File: config.mk
export PLATFORM = sky130hd
export DESIGN_NAME = fp_issue_throttle
export DESIGN_NICKNAME = d
export VERILOG_FILES = /design/src/rtl/fpt_pkg.sv /design/src/rtl/fpt_warp_entry.sv /design/src/rtl/fpt_prefix_gate.sv /design/src/rtl/fp_issue_throttle.sv
export SDC_FILE = /design/constraint.sdc
export NUM_CORES = 1
export LEC_CHECK = 0
export ABC_AREA = 1
export ABC_CLOCK_PERIOD_IN_PS = 5500
export BUFFER_PORTS_ARGS = -buffer_cell sky130_fd_sc_hd__buf_2
export CORE_UTILIZATION = 51
export DETAILED_ROUTE_END_ITERATION = 16
export PLACE_DENSITY = 0.77
export SLEW_MARGIN = 0
export SYNTH_ARGS = -nofsm -noshare
export SYNTH_HDL_FRONTEND = slang
export SYNTH_HIERARCHICAL = 1
export SYNTH_SLANG_ARGS = --single-unit
export TNS_END_PERCENT = 30
File: constraint.sdc
create_clock -name clk -period 5.5 [get_ports clk]
set_clock_uncertainty 0.1 [all_clocks]
set_input_delay 1.1 -clock clk [delete_from_list [all_inputs] [get_ports clk]]
set_output_delay 1.1 -clock clk [all_outputs]
set_load 0.03 [all_outputs]
File: src/rtl/fpt_pkg.sv
package fpt_pkg;

  // Per-warp loop boundary action taken in one cycle.
  typedef enum logic [1:0] {
    LOOP_HOLD = 2'd0,
    LOOP_IN   = 2'd1,
    LOOP_OUT  = 2'd2
  } loop_op_e;

  // Bits needed for one warp's largest possible footprint.
  function automatic int unsigned fp_bits(input int unsigned classes,
                                          input int unsigned lanes,
                                          input int unsigned div_max);
    return $clog2(2 * classes + lanes * div_max + 1);
  endfunction

endpackage

File: src/rtl/fpt_warp_entry.sv
module fpt_warp_entry
  import fpt_pkg::*;
#(
  parameter int unsigned LANES       = 8,
  parameter int unsigned NUM_CLASSES = 8,
  parameter int unsigned DIV_W       = 3,
  parameter int unsigned DEPTH_W     = 2,
  localparam int unsigned LANE_W = $clog2(LANES + 1),
  localparam int unsigned CLS_W  = (NUM_CLASSES > 1) ? $clog2(NUM_CLASSES) : 1,
  localparam int unsigned FP_W   = fp_bits(NUM_CLASSES, LANES, (1 << DIV_W) - 1)
) (
  input  logic              clk,
  input  logic              rst,
  input  logic              enter_i,
  input  logic              exit_i,
  input  logic              ld_i,
  input  logic              ld_div_i,
  input  logic [CLS_W-1:0]  ld_class_i,
  input  logic              lane_i,
  input  logic [LANE_W-1:0] lane_cnt_i,
  output logic [FP_W-1:0]   fp_o
);

  localparam int unsigned CONV_W = $clog2(NUM_CLASSES + 1);
  localparam logic [DIV_W-1:0]   DIV_MAX   = '1;
  localparam logic [DEPTH_W-1:0] DEPTH_MAX = '1;

  logic [DEPTH_W-1:0]     depth;
  logic [CONV_W-1:0]      conv_cnt;
  logic [DIV_W-1:0]       div_cnt;
  logic [NUM_CLASSES-1:0] seen;
  logic [LANE_W-1:0]      lanes;
  logic                   in_loop;
  loop_op_e               op;

  assign in_loop = (depth != '0);

  // Exit only counts when inside a loop; it then outranks entry and loads.
  always_comb begin
    if (exit_i && in_loop)  op = LOOP_OUT;
    else if (enter_i)       op = LOOP_IN;
    else                    op = LOOP_HOLD;
  end

  always_ff @(posedge clk) begin
    if (rst) begin
      depth    <= '0;
      conv_cnt <= '0;
      div_cnt  <= '0;
      seen     <= '0;
      lanes    <= LANE_W'(LANES);
    end else begin
      if (lane_i) lanes <= lane_cnt_i;
      case (op)
        LOOP_OUT: begin
          depth <= depth - 1'b1;
          if (depth == DEPTH_W'(1)) begin
            conv_cnt <= '0;
            div_cnt  <= '0;
            seen     <= '0;
          end
        end
        LOOP_IN: begin
          if (depth != DEPTH_MAX) depth <= depth + 1'b1;
          conv_cnt <= CONV_W'(ld_i && !ld_div_i);
          div_cnt  <= DIV_W'(ld_i && ld_div_i);
          seen     <= (ld_i && !ld_div_i) ? (NUM_CLASSES'(1) << ld_class_i) : '0;
        end
        default: begin
          if (ld_i && in_loop) begin
            if (ld_div_i) begin
              if (div_cnt != DIV_MAX) div_cnt <= div_cnt + 1'b1;
            end else if (!seen[ld_class_i]) begin
              conv_cnt         <= conv_cnt + 1'b1;
              seen[ld_class_i] <= 1'b1;
            end
          end
        end
      endcase
    end
  end

  // Two lines per distinct converged class plus active lanes per divergent load.
  always_comb begin
    fp_o = FP_W'({conv_cnt, 1'b0}) + FP_W'(FP_W'(lanes) * FP_W'(div_cnt));
  end


  outer_exit_clears_chk: assert property (@(posedge clk) disable iff (rst)
    (exit_i && depth == DEPTH_W'(1)) |=> (conv_cnt == '0 && div_cnt == '0));


  entry_restarts_chk: assert property (@(posedge clk) disable iff (rst)
    (enter_i && !(exit_i && in_loop)) |=> (in_loop && conv_cnt <= CONV_W'(1) && div_cnt <= DIV_W'(1)));


  class_counted_once_chk: assert property (@(posedge clk) disable iff (rst)
    (ld_i && !ld_div_i && in_loop && !enter_i && !exit_i && seen[ld_class_i]) |=> $stable(conv_cnt));

endmodule

File: src/rtl/fpt_prefix_gate.sv
module fpt_prefix_gate #(
  parameter int unsigned NUM_WARPS = 4,
  parameter int unsigned FP_W      = 7,
  parameter int unsigned CAP_LINES = 24
) (
  input  logic                           clk,
  input  logic                           rst,
  input  logic [NUM_WARPS-1:0][FP_W-1:0] fp_i,
  output logic [NUM_WARPS-1:0]           en_o
);

  localparam int unsigned SUM_W = FP_W + $clog2(NUM_WARPS + 1) + 1;

  logic [SUM_W-1:0]     run;
  logic [NUM_WARPS-1:0] en_nxt;

  // Running sum in priority order: slot 0 first.
  always_comb begin
    run = '0;
    for (int i = 0; i < NUM_WARPS; i++) begin
      run       = run + SUM_W'(fp_i[i]);
      en_nxt[i] = (i == 0) || (fp_i[i] == '0) || (32'(run) <= CAP_LINES);
    end
  end

  always_ff @(posedge clk) begin
    if (rst) en_o <= '1;
    else     en_o <= en_nxt;
  end

  for (genvar g = 0; g < NUM_WARPS; g++) begin : g_idle

    idle_warp_free_chk: assert property (@(posedge clk) disable iff (rst)
      (fp_i[g] == '0) |=> en_o[g]);
  end

endmodule

File: src/rtl/fp_issue_throttle.sv
module fp_issue_throttle
  import fpt_pkg::*;
#(
  parameter int unsigned NUM_WARPS   = 4,
  parameter int unsigned LANES       = 8,
  parameter int unsigned NUM_CLASSES = 8,
  parameter int unsigned DIV_W       = 3,
  parameter int unsigned DEPTH_W     = 2,
  parameter int unsigned CACHE_LINES = 32,
  parameter int unsigned K_NUM       = 3,
  parameter int unsigned K_SHIFT     = 2,
  localparam int unsigned WID_W  = (NUM_WARPS > 1) ? $clog2(NUM_WARPS) : 1,
  localparam int unsigned CLS_W  = (NUM_CLASSES > 1) ? $clog2(NUM_CLASSES) : 1,
  localparam int unsigned LANE_W = $clog2(LANES + 1)
) (
  input  logic                 clk,
  input  logic                 rst,
  input  logic                 enter_vld,
  input  logic [WID_W-1:0]     enter_warp,
  input  logic                 exit_vld,
  input  logic [WID_W-1:0]     exit_warp,
  input  logic                 ld_vld,
  input  logic [WID_W-1:0]     ld_warp,
  input  logic                 ld_div,
  input  logic [CLS_W-1:0]     ld_class,
  input  logic                 lane_vld,
  input  logic [WID_W-1:0]     lane_warp,
  input  logic [LANE_W-1:0]    lane_cnt,
  output logic [NUM_WARPS-1:0] issue_en
);

  localparam int unsigned FP_W      = fp_bits(NUM_CLASSES, LANES, (1 << DIV_W) - 1);
  localparam int unsigned CAP_LINES = (CACHE_LINES * K_NUM) >> K_SHIFT;

  logic [NUM_WARPS-1:0][FP_W-1:0] fp;

  for (genvar w = 0; w < NUM_WARPS; w++) begin : g_slot
    logic hit_enter, hit_exit, hit_ld, hit_lane;
    assign hit_enter = enter_vld && (enter_warp == WID_W'(w));
    assign hit_exit  = exit_vld  && (exit_warp  == WID_W'(w));
    assign hit_ld    = ld_vld    && (ld_warp    == WID_W'(w));
    assign hit_lane  = lane_vld  && (lane_warp  == WID_W'(w));

    fpt_warp_entry #(
      .LANES       (LANES),
      .NUM_CLASSES (NUM_CLASSES),
      .DIV_W       (DIV_W),
      .DEPTH_W     (DEPTH_W)
    ) u_entry (
      .clk        (clk),
      .rst        (rst),
      .enter_i    (hit_enter),
      .exit_i     (hit_exit),
      .ld_i       (hit_ld),
      .ld_div_i   (ld_div),
      .ld_class_i (ld_class),
      .lane_i     (hit_lane),
      .lane_cnt_i (lane_cnt),
      .fp_o       (fp[w])
    );
  end

  fpt_prefix_gate #(
    .NUM_WARPS (NUM_WARPS),
    .FP_W      (FP_W),
    .CAP_LINES (CAP_LINES)
  ) u_gate (
    .clk  (clk),
    .rst  (rst),
    .fp_i (fp),
    .en_o (issue_en)
  );


  oldest_warp_on_chk: assert property (@(posedge clk) disable iff (rst)
    issue_en[0]);

endmodule

# [Word-level counts from Yosys, hierarchy flattened]
# Cells that the tools add are included.
[totals] regBits=88 inputBits=22 output_inout_bits=4 elab_cells=273
[classes] add_sub_neg=23 mul=4 n_lt_le_gt_ge=5 eq_ne=48 shift=1 n_mux=90 bitwise=4 n_reduce_logical=76
[ops] operator="8-bit two-way mux" n=20
[ops] operator="4-bit two-way mux" n=16
[ops] operator="8-bit case mux with 2 select lines" n=4
[ops] operator="3-bit two-way mux" n=16
[ops] operator="3-bit nonzero test" n=12
[ops] operator="11-bit by 5-bit less-or-equal comparator with 1-bit output, second input constant" n=3
[ops] operator="1-bit logical AND" n=33
[ops] operator="8-bit OR" n=4
[ops] operator="4-bit case mux with 2 select lines" n=4
[ops] operator="4-bit AND reduction" n=8
[ops] operator="5-bit by 7-bit adder with 7-bit output" n=4
[ops] operator="4-bit by 3-bit multiplier with 7-bit output" n=4
[ops] operator="2-bit by 1-bit == test with 1-bit output, second input constant" n=12
[ops] operator="2-bit == test, second input constant" n=12
[ops] operator="3-bit inequality test, second input constant" n=8
[ops] operator="3-bit case mux with 2 select lines" n=4
[ops] operator="11-bit by 7-bit adder with 11-bit output" n=2
[ops] operator="7-bit logical NOT" n=3
[ops] operator="4-bit by 1-bit adder with 4-bit output, second input constant" n=4
[ops] operator="2-bit two-way mux" n=8
[ops] operator="2-bit by 1-bit inequality test with 1-bit output, second input constant" n=8
[ops] operator="2-bit case mux with 2 select lines" n=4
[ops] operator="2-bit nonzero test" n=8
[ops] operator="3-bit by 1-bit adder with 3-bit output, second input constant" n=4
[ops] operator="other kinds (15)" n=46

# [Longest topological paths before layout]
[logic_depth] ltp_word=9 ltp_mapped=30 ltp_nobuf=30

# [Modules after synthesis]
# The synthesis kept the hierarchy.
[modules_own_cells] module="fpt_warp_entry at g_slot[0].u_entry ..." n_inst=2 cells_each=237 area_per_inst_um2=1659.1
[modules_own_cells] module="fpt_warp_entry at g_slot[2].u_entry" n_inst=1 cells_each=239 area_per_inst_um2=1682.9
[modules_own_cells] module="fpt_warp_entry at g_slot[3].u_entry" n_inst=1 cells_each=211 area_per_inst_um2=1614.0
[modules_own_cells] module="fpt_prefix_gate" n_inst=1 cells_each=210 area_per_inst_um2=1222.4
[modules_own_cells] module="fp_issue_throttle" n_inst=1 cells_each=32 area_per_inst_um2=120.1

# [Least setup slack after synthesis]
# Ideal clock, no wire load.
[synth_path] kind="register to register" startpoint="register g_slot[0].u_entry.div_cnt[2]" endpoint="register u_gate.en_o[3]" setup_ps=59 arrival_ps=4493 required_ps=5341 setup_slack_ps=849 path_stages_with_launch=29 path_buffers=0 path_cell_list="dfxtp_1 nand2_1 fa_1 inv_1 fa_1 ha_1 inv_1 fa_1 inv_1 ha_1 a21oi_1 nand2_1 xnor2_1 inv_1 ha_1 nand3b_1 nand2_1 inv_1 ha_1 nand2_1 nor2_1 nand2_1 nand3_2 nand3_1 nand2_1 nand2_1 nor2_1 nand2_1 nand2_1"
[synth_lines] item="start: declaration" line_no="fpt_warp_entry.sv:30" text="logic [DIV_W-1:0] div_cnt;"
[synth_lines] item="start signal: assignment" line_no="fpt_warp_entry.sv:66" text="div_cnt <= DIV_W'(ld_i && ld_div_i);"
[synth_lines] item="start signal: assignment" line_no="fpt_warp_entry.sv:72" text="if (div_cnt != DIV_MAX) div_cnt <= div_cnt + 1'b1;"
[synth_lines] item="end signal: assignment" line_no="fpt_prefix_gate.sv:28" text="else en_o <= en_nxt;"
[synth_lines] item="end: declaration" line_no="fpt_prefix_gate.sv:9" text="output logic [NUM_WARPS-1:0] en_o"

==> metrics.txt <==
# TYPE chip_impl_metric gauge
chip_impl_metric{name="netlist-cell-type-count",unit=""} 44
chip_impl_info{name="cts_tree",value="yes"} 1
chip_impl_metric{name="timing.max_cap.violations",unit=""} 0
chip_impl_metric{name="dr_pass1_iterations",unit=""} 5
chip_impl_metric{name="numCtsBuffers",unit=""} 9
chip_impl_metric{name="period_needed",unit="ps"} 4910
chip_impl_metric{name="area_of_the_die",unit="sq um"} 16100
chip_impl_metric{name="grt_pass1_wl",unit="mm"} 29.3
chip_impl_metric{name="critical_path_required",unit="ps"} 5700
chip_impl_metric{name="synthesis.yosys.warnings",unit=""} 6
chip_impl_metric{name="dpl.cell_count",unit=""} 1361
chip_impl_metric{name="grt_antenna_before_repair",unit=""} 0
chip_impl_metric{name="seq_area_frac_synth",unit="%"} 21.9
chip_impl_metric{name="rows",unit=""} 45
chip_impl_info{name="worst_setup_path_start_kind",value="flip-flop"} 1
chip_impl_info{name="outcome",value="finished, final reports clean"} 1
chip_impl_metric{name="cts_repair_resize_count",unit=""} 0
chip_impl_metric{name="max_freq",unit="MHz"} 204
chip_impl_metric{name="route.detailed.drc",unit=""} 0
chip_impl_metric{name="chipHeight",unit="um"} 127
chip_impl_info{name="most_frequent_cell_after_synthesis",value="nand2_1"} 1
chip_impl_metric{name="die-width",unit="um"} 127
chip_impl_metric{name="cts.hold.buffers_added",unit=""} 0
chip_impl_metric{name="ys_ff_latch",unit=""} 87
chip_impl_metric{name="timing_max_transition_violations_final",unit=""} 0
chip_impl_metric{name="place_hpwl",unit="mm"} 13.2
chip_impl_metric{name="critical_path_arrival",unit="ps"} 5100
chip_impl_metric{name="drtAntennaViolNets",unit=""} 0
chip_impl_metric{name="routed_wire_length_per_instance",unit="um"} 12.3
chip_impl_metric{name="core_region_area",unit="sq um"} 15200
chip_impl_info{name="post_synth_main_area_contributors",value="dfxtp_1 22%, nand2_1 14%, ha_1 12%, inv_1 8.1%, nand3_1 7.2%"} 1
chip_impl_info{name="yosys-top-cells-count",value="301 x nand2_1, 172 x inv_1, 114 x nand3_1"} 1
chip_impl_info{name="ys.flop_type",value="dfxtp_1"} 1
chip_impl_metric{name="grt-ovfl-total",unit=""} 0
chip_impl_info{name="slowest_cell_on_crit_path",value="fa_1"} 1
chip_impl_metric{name="p_leak",unit="nW"} 4.53
chip_impl_metric{name="clock_insertion_delay_worst_skew",unit="ps"} 350
chip_impl_metric{name="syn_avg_cell_area",unit="sq um"} 6.82
chip_impl_metric{name="final_core_util",unit="%"} 55.7
chip_impl_metric{name="post_synthesis_net_count",unit=""} 1292
chip_impl_metric{name="synth_cells",unit=""} 1166
chip_impl_metric{name="cts-root-to-sink-buffers",unit=""} 2
chip_impl_metric{name="port-buffer-count",unit=""} 24
chip_impl_info{name="setup.worst_path.end_class",value="flip-flop"} 1
chip_impl_metric{name="cts.reportedPaths.clkPinSlew",unit="ps"} 60
chip_impl_metric{name="routed-via-count",unit=""} 7208
chip_impl_metric{name="number_of_enable_type_register_cells_in_the_synthesized_netlist",unit=""} 0
chip_impl_info{name="cts_root_buffer",value="clkbuf_16"} 1
chip_impl_metric{name="grt_start_max_net_pins",unit=""} 38
chip_impl_metric{name="power.density_cell_area",unit="nW/um^2"} 187
chip_impl_metric{name="area_growth_syn_to_layout",unit="%"} 6.42
chip_impl_metric{name="average_vias_per_placed_instance",unit=""} 5.24
chip_impl_metric{name="setup_tns",unit="ps"} 0
chip_impl_metric{name="total_wirelength_of_the_detailed_routed_design",unit="mm"} 17.0
chip_impl_metric{name="post_cts_repair_timing_setup_buffer_count",unit=""} 0
chip_impl_metric{name="synthesis.area",unit="sq um"} 7960
chip_impl_metric{name="max_stage_delay",unit="ps"} 540
chip_impl_metric{name="vias_in_the_first_global_route",unit=""} 6526
chip_impl_metric{name="htree_num_levels",unit=""} 3
chip_impl_metric{name="finalNonFillerCells",unit=""} 1376
chip_impl_metric{name="max_slew_margin",unit="%"} 49.3
chip_impl_metric{name="antenna_cells",unit=""} 0
chip_impl_info{name="crit_type",value="flip-flop to flip-flop"} 1
chip_impl_metric{name="io_pins",unit=""} 26
chip_impl_metric{name="nets",unit=""} 1310
chip_impl_metric{name="async_reset_ff_share",unit="%"} 0
chip_impl_metric{name="gp_congestion",unit=""} 0.846
chip_impl_metric{name="finalHoldViolCount",unit=""} 0
chip_impl_info{name="grt_setup_unrepaired",value="no"} 1
chip_impl_metric{name="worst_slew_pin_slew",unit="ps"} 761
chip_impl_metric{name="floorplan.initialDensity",unit="%"} 52.3
chip_impl_metric{name="setup_violations",unit=""} 0
chip_impl_metric{name="cts.sink_count",unit=""} 87
chip_impl_info{name="synth_top_cell_by_area",value="dfxtp_1"} 1
chip_impl_metric{name="first_iter_violations",unit=""} 469
chip_impl_metric{name="finalCritPeriodShare",unit="%"} 89.2
chip_impl_metric{name="grt_util_all_layers",unit="%"} 22.2
chip_impl_metric{name="synth_top_cell_area_share",unit="%"} 21.9
chip_impl_metric{name="proportion_of_layout_cells_with_a_drive_suffix_above_1",unit="%"} 9.68
chip_impl_metric{name="path_max_fanout",unit=""} 6
chip_impl_info{name="hold_class",value="flip-flop to flip-flop"} 1
chip_impl_metric{name="peakVddDrop",unit="V"} 0.000127
chip_impl_info{name="cp_common_cell",value="nand2_1"} 1
## registers in the layout, summed over array words and instances (netlist names)
| register | flops |
|---|---|
| g_slot.u_entry/conv_cnt | 16 |
| g_slot.u_entry/depth | 8 |
| g_slot.u_entry/div_cnt | 12 |
| g_slot.u_entry/lanes | 16 |
| g_slot.u_entry/seen | 32 |
| u_gate/en_o | 3 |
## report_power, final
group	total (W)	internal (W)	switching (W)
combinational	0.000305	0.000104	0.000201
clock	0.000606	0.000350	0.000256
sequential	0.000672	0.000649	0.0000225
## cell families (layout without fill, tap and decap cells)
family / Yosys count / after routing / synth area share (%)
flops: 87 / 87 / 21.9
fa+ha+maj: 104 / 104 / 18.9
buf+inv: 204 / 226 / 10.7
simple gates: 622 / 622 / 37.3
other cells: 1 / 1 / 0.0471
compound gates: 122 / 122 / 8.33
xor+xnor: 26 / 26 / 2.86
## path summary, 6_finish.rpt
kind	startpoint	end	slack (ps)	cells past startpoint
max	g_slot[0].u_entry/div_cnt[2]	u_gate/en_o[3]	590	28
min	g_slot[1].u_entry/seen[2]	g_slot[1].u_entry/seen[2]	360	2
max reg2reg	g_slot[0].u_entry/div_cnt[2]	u_gate/en_o[3]	590	28
min reg2reg	g_slot[1].u_entry/seen[2]	g_slot[1].u_entry/seen[2]	360	2
## routing by layer
| metal | wire (um) | vias up | track usage, % | share of wire, % |
|---|---|---|---|---|
| li1 | - | 3768 | - | - |
| met1 | 8540 | 3232 | 31.1 | 50 |
| met2 | 7290 | 182 | 34.2 | 43 |
| met3 | 817 | 26 | 3.16 | 4.8 |
| met4 | 348 | 0 | 8.75 | 2.0 |
| met5 | 0 | - | 0 | 0 |
## cell type report
cell class / instances / area, sq um
sequential: 87 / 1740
clock buffer: 12 / 236
tap: 188 / 235
multi-input combinational: 875 / 5370
timing repair buffer: 26 / 135
fill: 1437 / 6730
clock inverter: 3 / 45.0
inverter: 185 / 707
## worst max-delay path: cells and delay by family, from the launching register on
| family | cells | cell delay, ps |
|---|---|---|
| flops | 1 | 420 |
| xor+xnor | 1 | 130 |
| buf+inv | 5 | 250 |
| fa+ha+maj | 7 | 2680 |
| simple gates | 14 | 1090 |
| compound gates | 1 | 180 |
## placed cells by master (no fill, tap or decap), types with 4 or more instances in the layout
| cell type | synthesis | routed |
|---|---|---|
| a21oi_1 | 60 | 60 |
| a21oi_2 | 4 | 4 |
| buf_2 | 5 | 24 |
| clkbuf_16 | 0 | 9 |
| dfxtp_1 | 87 | 87 |
| fa_1 | 27 | 27 |
| ha_1 | 77 | 77 |
| inv_1 | 172 | 172 |
| inv_2 | 7 | 7 |
| nand2_1 | 301 | 301 |
| nand2_2 | 14 | 14 |
| nand2_4 | 6 | 6 |
| nand3_1 | 114 | 114 |
| nand3_2 | 10 | 10 |
| nand3b_1 | 16 | 16 |
| nand4_1 | 7 | 7 |
| nor2_1 | 92 | 92 |
| nor2_2 | 6 | 6 |
| nor2_4 | 5 | 5 |
| nor3_1 | 26 | 26 |
| o21ai_0 | 41 | 41 |
| o21ai_2 | 4 | 4 |
| o22ai_1 | 6 | 6 |
| or2_2 | 5 | 5 |
| xnor2_1 | 11 | 11 |
| xor2_1 | 15 | 15 |
## through the flow
stage	instance area, sq um	worst slack [ps]	total power, W	hold slack, ps
floorplan	7960	849	0.000920	341
global placement	8190	662	0.000983	350
detailed placement	8190	604	0.000987	358
CTS	8470	576	0.00159	367
global route	8470	85.4	0.00166	383
finish	8470	593	0.00158	364
(Power assumes the default switching activity.)
